## src/rtl/ir_irq_pkg.sv

```systemverilog
package ir_irq_pkg;
  localparam int DATA_W = 16;
  localparam int ADDR_W = 3;
  localparam int N_EVT  = 5;
  localparam int N_BANK = 2;

  // status bit position of each event index (tx end, bit8 err, bit9 err, overflow, rx end)
  localparam int EVT_POS [N_EVT] = '{7, 8, 9, 11, 15};

  localparam int MODE_LSB      = 14;
  localparam int MSK_SIR_BIT   = 0;
  localparam int MSK_MF_BIT    = 4;
  localparam int MSK_FIFO_BIT  = 8;

  localparam logic [DATA_W-1:0] MODE_IMPL =
    (DATA_W'(3) << MODE_LSB) | (DATA_W'(1) << MSK_SIR_BIT) |
    (DATA_W'(1) << MSK_MF_BIT) | (DATA_W'(1) << MSK_FIFO_BIT);
  localparam logic [DATA_W-1:0] MODE_RST =
    (DATA_W'(1) << MSK_SIR_BIT) | (DATA_W'(1) << MSK_MF_BIT) |
    (DATA_W'(1) << MSK_FIFO_BIT);

  typedef enum logic [ADDR_W-1:0] {
    A_MODE     = 3'd0,
    A_SIR_STAT = 3'd1,
    A_SIR_MASK = 3'd2,
    A_SIR_CLR  = 3'd3,
    A_MF_STAT  = 3'd4,
    A_MF_MASK  = 3'd5,
    A_MF_CLR   = 3'd6,
    A_SPARE    = 3'd7
  } reg_addr_e;

  typedef enum logic [1:0] {K_STAT = 2'd0, K_MASK = 2'd1, K_CLR = 2'd2} reg_kind_e;

  function automatic logic [DATA_W-1:0] evt_spread(input logic [N_EVT-1:0] e);
    logic [DATA_W-1:0] v;
    v = '0;
    for (int k = 0; k < N_EVT; k++) v[EVT_POS[k]] = e[k];
    return v;
  endfunction

  function automatic logic [ADDR_W-1:0] bank_addr(input int bank, input reg_kind_e kind);
    return ADDR_W'(1 + 3 * bank + int'(kind));
  endfunction
endpackage

```

## src/rtl/ir_evt_bank.sv

```systemverilog
module ir_evt_bank
  import ir_irq_pkg::*;
#(
  parameter int DW = DATA_W,
  parameter int NE = N_EVT
) (
  input  logic          clk,
  input  logic          rst,
  input  logic [NE-1:0] evt,
  input  logic          clr_we,
  input  logic          msk_we,
  input  logic [DW-1:0] wdata,
  output logic [DW-1:0] status,
  output logic [DW-1:0] mask,
  output logic          pending
);
  localparam logic [DW-1:0] IMPL = DW'(evt_spread('1));

  logic [DW-1:0] set_v;
  logic [DW-1:0] clr_v;
  logic [DW-1:0] stat_n;

  always_comb begin
    set_v  = DW'(evt_spread(N_EVT'(evt)));
    clr_v  = clr_we ? wdata : '0;
    // a new event takes priority over a clear of the same bit
    stat_n = ((status & ~clr_v) | set_v) & IMPL;
  end

  always_ff @(posedge clk) begin
    if (rst) begin
      status <= '0;
      mask   <= IMPL;
    end else begin
      status <= stat_n;
      if (msk_we) mask <= wdata & IMPL;
    end
  end

  assign pending = |(status & ~mask);
endmodule

```

## src/rtl/ir_mode_reg.sv

```systemverilog
module ir_mode_reg
  import ir_irq_pkg::*;
#(
  parameter int DW = DATA_W
) (
  input  logic          clk,
  input  logic          rst,
  input  logic          we,
  input  logic [DW-1:0] wdata,
  output logic [DW-1:0] value,
  output logic [1:0]    mode,
  output logic          sir_off,
  output logic          mf_off,
  output logic          fifo_off
);
  always_ff @(posedge clk) begin
    if (rst)     value <= DW'(MODE_RST);
    else if (we) value <= wdata & DW'(MODE_IMPL);
  end

  assign mode     = value[MODE_LSB +: 2];
  assign sir_off  = value[MSK_SIR_BIT];
  assign mf_off   = value[MSK_MF_BIT];
  assign fifo_off = value[MSK_FIFO_BIT];
endmodule

```

## src/rtl/ir_reg_port.sv

```systemverilog
module ir_reg_port
  import ir_irq_pkg::*;
#(
  parameter int DW = DATA_W,
  parameter int AW = ADDR_W,
  parameter int NB = N_BANK
) (
  input  logic                   clk,
  input  logic                   rst,
  input  logic                   wr_en,
  input  logic                   rd_en,
  input  logic [AW-1:0]          addr,
  input  logic [DW-1:0]          mode_val,
  input  logic [NB-1:0][DW-1:0]  stat,
  input  logic [NB-1:0][DW-1:0]  mask,
  output logic                   mode_we,
  output logic [NB-1:0]          clr_we,
  output logic [NB-1:0]          msk_we,
  output logic [DW-1:0]          rdata
);
  logic [DW-1:0] rd_mux;

  assign mode_we = wr_en && (addr == AW'(A_MODE));

  for (genvar b = 0; b < NB; b++) begin : g_dec
    assign clr_we[b] = wr_en && (addr == AW'(bank_addr(b, K_CLR)));
    assign msk_we[b] = wr_en && (addr == AW'(bank_addr(b, K_MASK)));
  end

  always_comb begin
    rd_mux = '0;
    if (addr == AW'(A_MODE)) rd_mux = mode_val;
    for (int b = 0; b < NB; b++) begin
      if (addr == AW'(bank_addr(b, K_STAT))) rd_mux = stat[b];
      if (addr == AW'(bank_addr(b, K_MASK))) rd_mux = mask[b];
    end
  end

  always_ff @(posedge clk) begin
    if (rst)        rdata <= '0;
    else if (rd_en) rdata <= rd_mux;
  end
endmodule

```

## src/rtl/ir_irq_unit.sv

```systemverilog
module ir_irq_unit
  import ir_irq_pkg::*;
#(
  parameter int DW = DATA_W,
  parameter int AW = ADDR_W,
  parameter int NE = N_EVT
) (
  input  logic          clk,
  input  logic          rst,
  input  logic          wr_en,
  input  logic          rd_en,
  input  logic [AW-1:0] addr,
  input  logic [DW-1:0] wdata,
  output logic [DW-1:0] rdata,
  input  logic [NE-1:0] sir_evt,
  input  logic [NE-1:0] mf_evt,
  input  logic          fifo_rx_req,
  output logic [1:0]    mode_o,
  output logic          irq_o
);
  localparam int NB = N_BANK;

  logic [NB-1:0][NE-1:0] evt_all;
  logic [NB-1:0][DW-1:0] bank_stat;
  logic [NB-1:0][DW-1:0] bank_mask;
  logic [NB-1:0]         bank_pend;
  logic [NB-1:0]         bank_off;
  logic [NB-1:0]         clr_we;
  logic [NB-1:0]         msk_we;
  logic [DW-1:0]         mode_val;
  logic                  mode_we;
  logic                  sir_off;
  logic                  mf_off;
  logic                  fifo_off;

  assign evt_all  = {mf_evt, sir_evt};
  assign bank_off = {mf_off, sir_off};

  ir_reg_port #(.DW(DW), .AW(AW), .NB(NB)) u_port (
    .clk(clk), .rst(rst), .wr_en(wr_en), .rd_en(rd_en), .addr(addr),
    .mode_val(mode_val), .stat(bank_stat), .mask(bank_mask),
    .mode_we(mode_we), .clr_we(clr_we), .msk_we(msk_we), .rdata(rdata)
  );

  ir_mode_reg #(.DW(DW)) u_mode (
    .clk(clk), .rst(rst), .we(mode_we), .wdata(wdata), .value(mode_val),
    .mode(mode_o), .sir_off(sir_off), .mf_off(mf_off), .fifo_off(fifo_off)
  );

  for (genvar b = 0; b < NB; b++) begin : g_bank
    ir_evt_bank #(.DW(DW), .NE(NE)) u_bank (
      .clk(clk), .rst(rst), .evt(evt_all[b]), .clr_we(clr_we[b]),
      .msk_we(msk_we[b]), .wdata(wdata), .status(bank_stat[b]),
      .mask(bank_mask[b]), .pending(bank_pend[b])
    );
  end

  always_ff @(posedge clk) begin
    if (rst) irq_o <= 1'b0;
    else     irq_o <= (|(bank_pend & ~bank_off)) | (fifo_rx_req & ~fifo_off);
  end
endmodule

```

## config.mk

```make
export PLATFORM = sky130hd
export DESIGN_NAME = ir_irq_unit
export DESIGN_NICKNAME = d
export VERILOG_FILES = /design/src/rtl/ir_irq_pkg.sv /design/src/rtl/ir_evt_bank.sv /design/src/rtl/ir_mode_reg.sv /design/src/rtl/ir_reg_port.sv /design/src/rtl/ir_irq_unit.sv
export SDC_FILE = /design/constraint.sdc
export NUM_CORES = 1
export LEC_CHECK = 0
export BUFFER_PORTS_ARGS = -buffer_cell sky130_fd_sc_hd__clkbuf_2
export CAP_MARGIN = 30
export CORE_MARGIN = 3
export CORE_UTILIZATION = 45
export CTS_CLUSTER_SIZE = 16
export DETAILED_ROUTE_END_ITERATION = 8
export GPL_TIMING_DRIVEN = 1
export PLACE_DENSITY = 0.85
export SYNTH_ARGS = -nofsm -noshare
export SYNTH_HDL_FRONTEND = slang
export SYNTH_SLANG_ARGS = --single-unit
```

## constraint.sdc

```tcl
create_clock -name clk -period 1.18 [get_ports clk]
set_clock_uncertainty 0.15 [all_clocks]
set_input_delay 0.177 -clock clk [delete_from_list [all_inputs] [get_ports clk]]
set_output_delay 0.177 -clock clk [all_outputs]
set_load 0.02 [all_outputs]
```

# Word level (Yosys, flattened, before mapping)
# Cells that the tools add are included.
# word_totals
reg_bits	64
in_bits	34
output_inout_bits	19
# op_classes
eq_ne	6
n_mux	7
bitwise_logic	15
n_reduce_logical	9
# ops
cell	count
$mux W16	7
$and A16 B16 Y16	4
$not A16 Y16	4
$or A16 B16 Y16	2
$reduce_or A16 Y1	2
$eq A3 B3 Y1 const B	3
$eq A3 B2 Y1 const B	2
$logic_and A1 B1 Y1	5
$eq A3 B1 Y1 const B	1
$logic_not A3 Y1	1
$and A2 B2 Y2	1
$not A2 Y2	1
$reduce_or A2 Y1	1
$and A1 B1 Y1	1
$not A1 Y1	1
$or A1 B1 Y1	1

# Logic depth before layout (Yosys ltp)
# Gate-level depths: netlist of the first run.
# depth
word_depth	6
ltp_mapped	6

# Hierarchy
# A second synthesis of the first run with hierarchy kept.
# hier_totals
hier_cells	313
area_unflattened_um2	2812.7
# modules_own_cells
mod	instances	cells_per_inst	area_each_um2
ir_reg_port	1	141	1381.3
ir_evt_bank	2	67	539.3
ir_mode_reg	1	33	307.8
ir_irq_unit	1	5	45.0

# Worst setup path after synthesis of the first run
# Ideal clock, no wire load.
# synth_path
path_kind	input -> register
startpoint	in addr[2]
endpoint	reg u_mode.value[8]
setup_time_ns	0.120
t_arrival_ns	1.006
required_ns	0.910
path_slack_ns	-0.095
stages	5
n_path_buf	1
path_cell_list	buf_6 nand2b_4 nor3_4 nor2b_1 a211o_1
# synth_between
elab_chain_len	2
# synth_rtl
element	line	text
from (decl)	ir_irq_unit.sv:12	input logic [AW-1:0] addr,
$logic_not A3 Y1	ir_reg_port.sv:23	assign mode_we = wr_en && (addr == AW'(A_MODE));
$logic_and A1 B1 Y1	ir_reg_port.sv:23	
to (signal assigned)	ir_mode_reg.sv:17	if (rst) value <= DW'(MODE_RST);
to (signal assigned)	ir_mode_reg.sv:18	else if (we) value <= wdata & DW'(MODE_IMPL);
to (decl)	ir_mode_reg.sv:10	output logic [DW-1:0] value,
# No other way between the ends.
# A chain may end at the register's enable or synchronous reset.

# Worst setup path in the final report of the first run
# layout_path
startpoint	reg g_bank[1].u_bank.mask[9]
endpoint	reg irq_o
# layout_between
elab_chain_len	6
# layout_rtl
element	line	text
from (decl)	ir_evt_bank.sv:14	output logic [DW-1:0] mask,
from (signal assigned)	ir_evt_bank.sv:36	if (msk_we) mask <= wdata & IMPL;
$not A16 Y16	ir_evt_bank.sv:40	assign pending = |(status & ~mask);
$and A16 B16 Y16	ir_evt_bank.sv:40	
$reduce_or A16 Y1	ir_evt_bank.sv:40	
$and A2 B2 Y2	ir_irq_unit.sv:60	else irq_o <= (|(bank_pend & ~bank_off)) | (fifo_rx_req & ~fifo_off);
$reduce_or A2 Y1	ir_irq_unit.sv:60	
$or A1 B1 Y1	ir_irq_unit.sv:60	
to (signal assigned)	ir_irq_unit.sv:60	
to (decl)	ir_irq_unit.sv:19	output logic irq_o
# No other way between the ends.

==> impl_metrics.json, run 1 <==
{
  "place_inst": 282,
  "first_iter_violations": 107,
  "num_rows": 21,
  "slew_viol_final": 0,
  "ff2ff_path_depth": 4,
  "pwr_density_cell_nw_per_um2": 1093,
  "boundaryPins": 53,
  "rsz0062_at_grt": "yes",
  "grt_max_degree": 14,
  "drt_pre_antenna_iters": 4,
  "status": "finished, violations left",
  "overflow": 0,
  "ir_drop_v": 0.0008754,
  "stdcell_count": 314,
  "die_area_um2": 4301,
  "vias_per_cell": 5.182,
  "switching_power_mw": 0.7020,
  "drt_wl_total_um": 4716,
  "syn-cell-area_um2": 1598,
  "ant_nets": 0,
  "via_count": 1627,
  "grt_pass1_wl_um": 7445,
  "mostFrequentLayoutCells": "buf_4, nand2_1, clkbuf_2",
  "p_leak_nw": 1.075,
  "maxCapViolations": 0,
  "fillers": 241,
  "clkPwrFrac_pct": 35.3,
  "io_buffers": 36,
  "die_x_um": 65.59,
  "areaGrowthSynthToFinish_pct": 50.90,
  "r2r-end": "irq_o$_SDFF_PP0_",
  "place_area_um2": 1926,
  "ys_ff_latch": 34,
  "yosys_warnings": 0,
  "hold_depth": 3,
  "cts.sinks": 34,
  "period_share_pct": 119.0,
  "internal_power_mw": 1.934,
  "hold_path.class": "in -> reg",
  "endpoint_kind": "register",
  "cts_max_level": 2,
  "drive_above_1_share_pct": 41.04,
  "cts-root-buf": "clkbuf_4",
  "p_seq_share_pct": 47.2,
  "core_um2": 3390,
  "synth_cells": 185,
  "period_needed_ns": 1.404,
  "clk_path_buf_depth": 2,
  "cts_tree": "built",
  "start_util_pct": 47.14,
  "nets": 302,
  "avgSynthCellArea_um2": 8.637,
  "final_area_um2": 2411,
  "post-place-ws_ns": -0.2416,
  "worstPathArrival_ns": 1.52,
  "synthDistinctLibCells": 29,
  "critPathRequiredTime_ns": 1.30,
  "setup_ws_ns": -0.2237,
  "die_y_um": 65.59,
  "post-dp-hpwl_um": 3079,
  "violations": "negative setup slack",
  "start_kind": "register",
  "ys_seq_area_share_pct": 42.60,
  "min-delay-start": "rst",
  "final_hold_viol_count": 0,
  "groute.usage.overall_pct": 23.07,
  "cts_made_buffers": 5,
  "synth_enable_flop_cells": 0,
  "switching_share_pct": 26.63,
  "async_flop_share_pct": 0,
  "insertion_delay_ns": 0.37,
  "drcViolationCount": 0,
  "setup_viol": 3,
  "gp_congestion": 0.9009,
  "path_class": "reg -> reg",
  "min_to": "u_mode.value[14]$_SDFFE_PP0P_",
  "clk_pin_slew_ns": 0.12,
  "path_max_fanout": 2,
  "wl_per_cell_um": 15.02,
  "comb_power_share_pct": 17.5,
  "antenna_found_initial": 0,
  "fmax_ghz": 0.7124,
  "whs_ns": 0.01661,
  "ys.flop_type": "dfxtp_1",
  "first_global_vias": 1609,
  "final_common_cell": "buf_4",
  "rr_startpoint": "g_bank[1].u_bank.mask[9]$_SDFFE_PP1P_",
  "antenna_cells": 0,
  "r2r_setup_slack_ns": -0.22
}
-- worst max path at each step --
stage | start | endpoint | slack (ns) | cells past startpoint
final | g_bank[1].u_bank.mask[9]$_SDFFE_PP1P_ | irq_o$_SDFF_PP0_ | -0.22 | 4
after floorplan | g_bank[0].u_bank.mask[9]$_SDFFE_PP1P_ | irq_o$_SDFF_PP0_ | -0.09 | 4
after global placement | g_bank[0].u_bank.mask[15]$_SDFFE_PP1P_ | irq_o$_SDFF_PP0_ | -0.21 | 4
after detailed placement | addr[1] | u_port.rdata[7]$_SDFFE_PP0P_ | -0.24 | 5
after global routing | g_bank[1].u_bank.mask[9]$_SDFFE_PP1P_ | irq_o$_SDFF_PP0_ | -0.29 | 4
after CTS | g_bank[0].u_bank.mask[9]$_SDFFE_PP1P_ | irq_o$_SDFF_PP0_ | -0.21 | 4
-- metrics by stage --
| stage | util (%) | TNS [ns] | total power, mW |
|---|---|---|---|
| 3_5_place_dp | 56.81 | -5.858 | 1.606 |
| 4_1_cts | 68.44 | -0.2705 | 2.579 |
| 5_1_grt | 71.13 | -0.5211 | 2.717 |
| 6_report | 71.13 | -0.2999 | 2.636 |
| 3_3_place_gp | 56.81 | -4.821 | 1.596 |
| 2_1_floorplan | - | -0.3973 | 1.470 |
-- layout make-up --
class / count / area (um^2) / area share, %
Inverter: 7 / 26.28 / 1.090
Timing Repair Buffer: 85 / 700.7 / 29.06
Multi-Input combinational cell: 135 / 838.3 / 34.77
Clock inverter: 1 / 30.03 / 1.245
Sequential cell: 34 / 706.9 / 29.32
Tap cell: 46 / 57.56 / 2.387
Clock buffer: 6 / 51.30 / 2.128
-- Yosys cell counts, types with 2 or more instances --
library cell	count	area (um^2)
a21oi_1	23	115.1
a222oi_1	2	20.02
a31oi_1	2	12.51
and4b_1	2	20.02
buf_4	9	67.56
buf_6	3	33.78
clkbuf_1	4	15.01
dfxtp_1	34	680.7
inv_1	7	26.28
mux2i_1	13	130.1
nand2_1	28	105.1
nand2b_1	10	62.56
nor2_1	19	71.32
nor2b_1	5	31.28
nor3_2	2	20.02
o211ai_1	3	22.52
o21ai_0	4	20.02
o221ai_1	2	17.52
o32ai_1	3	26.28
-- metal layers --
layer	track usage (%)	part of all wire, %
met5	0	0
met4	11.92	3.8
met3	5.299	5.6
met2	39.06	51
met1	26.98	40
-- power groups by stage --
stage | combinational [mW] | sequential (mW) | clock, mW
3_5_place_dp | 0.348 | 1.26 | 0
4_1_cts | 0.422 | 1.24 | 0.920
6_report | 0.462 | 1.24 | 0.930
2_1_floorplan | 0.204 | 1.27 | 0
3_3_place_gp | 0.342 | 1.25 | 0
5_1_grt | 0.502 | 1.25 | 0.965
-- flip-flops by register name (all words and copies together) (netlist names) --
register              cells
irq_o                     1
u_mode.value              5
u_port.rdata              8
g_bank.u_bank.mask       10
g_bank.u_bank.status     10
-- critical path, cell delays in order (launching register included) --
cell	delay [ns]
dfxtp_2	0.34
inv_1	0.04
a222oi_1	0.34
a31oi_1	0.15
o31a_1	0.30
-- cell families after synthesis --
family / synth area share, %
other cells: 0.2347
mux: 8.144
flops: 42.60
buf+inv: 8.927
simple gates: 24.04
compound gates: 16.05
-- what timing repair did --
| item | 4_1_cts | 5_1_grt |
|---|---|---|
| pin swaps | 5 | 7 |
| setup endpoints to repair | 15 | 17 |
| endpoints found under the hold margin | 24 | 2 |
| setup buffers | 1 | 5 |
| gates resized for setup | 41 | 21 |
| hold buffers | 18 | 1 |
(Power assumes the default switching activity.)
==> run 2: changes to the inputs <==
--- a/config.mk
+++ b/config.mk
@@ -8,11 +8,12 @@
 export BUFFER_PORTS_ARGS = -buffer_cell sky130_fd_sc_hd__clkbuf_2
 export CAP_MARGIN = 30
 export CORE_MARGIN = 3
-export CORE_UTILIZATION = 45
+export CORE_UTILIZATION = 47
+export CTS_BUF_LIST = sky130_fd_sc_hd__clkbuf_8
 export CTS_CLUSTER_SIZE = 16
 export DETAILED_ROUTE_END_ITERATION = 8
 export GPL_TIMING_DRIVEN = 1
-export PLACE_DENSITY = 0.85
+export PLACE_DENSITY = 0.88
 export SYNTH_ARGS = -nofsm -noshare
 export SYNTH_HDL_FRONTEND = slang
 export SYNTH_SLANG_ARGS = --single-unit
==> impl_metrics.json, run 2 (synthesis results as in run 1) <==
{
  "gp_congestion": 0.8538,
  "critPathMaxStageDelay_ns": 0.34,
  "vias_per_cell": 5.118,
  "p_leak_nw": 1.010,
  "start_util_pct": 50.67,
  "drt_wl_total_um": 4300,
  "ant_nets": 0,
  "critPathLaunch": "g_bank[0].u_bank.mask[9]$_SDFFE_PP1P_",
  "violations": "negative setup slack",
  "path_max_fanout": 2,
  "reg_top3": "g_bank.u_bank.mask (10), g_bank.u_bank.status (10), u_port.rdata (8)",
  "grt_pass1_wl_um": 6713,
  "num_rows": 20,
  "cpMaxStageDelayCell": "dfxtp_2",
  "die_y_um": 64.31,
  "worstPathArrival_ns": 1.43,
  "final_hold_viol_count": 0,
  "wl_per_cell_um": 14.14,
  "rr_startpoint": "g_bank[0].u_bank.mask[9]$_SDFFE_PP1P_",
  "die_area_um2": 4135,
  "setup_viol": 2,
  "first_iter_violations": 72,
  "nets": 295,
  "groute.usage.overall_pct": 21.47,
  "areaGrowthSynthToFinish_pct": 41.82,
  "cts.sinks": 34,
  "endpoint_kind": "register",
  "fmax_ghz": 0.7138,
  "die_x_um": 64.31,
  "antenna_found_initial": 0,
  "insertion_delay_ns": 0.29,
  "grt_max_degree": 17,
  "crit_end": "irq_o$_SDFF_PP0_",
  "clk_path_buf_depth": 2,
  "via_count": 1556,
  "setup_tns_ns": -0.2292,
  "rsz0062_at_grt": "yes",
  "drcViolationCount": 0,
  "start_kind": "register",
  "path_cells": "inv_2 -> a222oi_1 -> a31oi_1 -> o31a_1",
  "drive_above_1_share_pct": 38.46,
  "drt_pre_antenna_iters": 4,
  "pwr_density_cell_nw_per_um2": 1107,
  "path_class": "reg -> reg",
  "slew_viol_final": 0,
  "finalPower_mw": 2.509,
  "cts-root-buf": "clkbuf_8",
  "maxCapViolations": 0,
  "ff2ff_path_depth": 4,
  "utilization_pct": 71.87,
  "cts_tree": "built",
  "first_global_vias": 1519,
  "cts_max_level": 2,
  "io_buffers": 36,
  "r2r-end": "irq_o$_SDFF_PP0_",
  "antenna_cells": 0,
  "period_share_pct": 118.7,
  "post-place-ws_ns": -0.2410,
  "boundaryPins": 53,
  "core_um2": 3153,
  "overflow": 0,
  "hold_path.class": "in -> reg",
  "clk_pin_slew_ns": 0.07,
  "final_common_cell": "clkbuf_2",
  "post-dp-hpwl_um": 2914,
  "period_needed_ns": 1.401,
  "critPathRequiredTime_ns": 1.21,
  "status": "finished, violations left",
  "setup_ws_ns": -0.2209,
  "ir_drop_v": 0.0008225,
  "cts_made_buffers": 5,
  "mostFrequentLayoutCells": "clkbuf_2, nand2_1, buf_4",
  "r2r_setup_slack_ns": -0.22
}
==> run 2: cell types whose count changed in the layout (fill, tap and decap cells not counted), moves of 3 or more <==
cell,previous run,this run
dfxtp_2,21,11
clkbuf_8,2,6
clkbuf_4,6,0
clkbuf_2,25,33
dlygate4sd3_1,19,16
buf_4,29,24
dfxtp_1,13,23
buf_8,9,1
==> run 2: critical path, delay by kind of cell, from the launching register on <==
kind	cells	cell delay [ns]
buffers and inverters	1	0.04
AO/OA/AOI/OAI	3	0.75
flip-flops	1	0.34
==> run 2: report_power, final <==
part | switching (mW) | internal (mW) | leakage (nW)
combinational | 0.221 | 0.204 | 0.688
clock | 0.398 | 0.449 | 0.0431
sequential | 0.0348 | 1.20 | 0.280
==> run 2: worst min-delay path by stage <==
| stage | slack, ns | cells after the start | startpoint | endpoint |
|---|---|---|---|---|
| final | 0.02 | 3 | wdata[11] | g_bank[0].u_bank.mask[11]$_SDFFE_PP1P_ |
| after global routing | 0.03 | 2 | wdata[8] | u_mode.value[8]$_SDFFE_PP1P_ |
| after CTS | 0.01 | 2 | wdata[8] | u_mode.value[8]$_SDFFE_PP1P_ |
| after detailed placement | 0.24 | 3 | sir_evt[3] | g_bank[0].u_bank.status[11]$_SDFF_PP0_ |
| after global placement | 0.23 | 3 | sir_evt[1] | g_bank[0].u_bank.status[8]$_SDFF_PP0_ |
| after floorplan | 0.12 | 1 | rst | u_mode.value[8]$_SDFFE_PP1P_ |
==> run 2: cell type report <==
| class | instances | area [um^2] |
|---|---|---|
| inverter | 7 | 26.28 |
| tap | 44 | 55.05 |
| sequential | 34 | 694.4 |
| timing repair buffer | 78 | 553.0 |
| clock buffer | 6 | 82.58 |
| fill | 233 | 887.1 |
| multi-input combinational | 135 | 854.6 |
==> run 2: routing by layer <==
metal	global-route usage, %	wire, um
met1	24.46	1805
met2	36.34	2142
met5	0	0
met4	10.55	105
met3	6.327	246
==> run 2: repair_timing <==
| item | 4_1_cts | 5_1_grt |
|---|---|---|
| resized for setup | 9 | 26 |
| buffers inserted | 1 | 0 |
| hold endpoints to repair | 13 | 0 |
| setup endpoints to repair | 4 | 16 |
| hold buffers | 16 | 0 |
| pin swaps | 4 | 7 |
==> run 2: per-stage QoR <==
step	cells	hold WS (ns)	instance area, um^2
2_1_floorplan	192	0.1214	1628
3_3_place_gp	281	0.2318	1931
3_5_place_dp	281	0.2411	1931
4_1_cts	304	0.01435	2198
5_1_grt	304	0.02929	2266
6_report	304	0.02383	2266
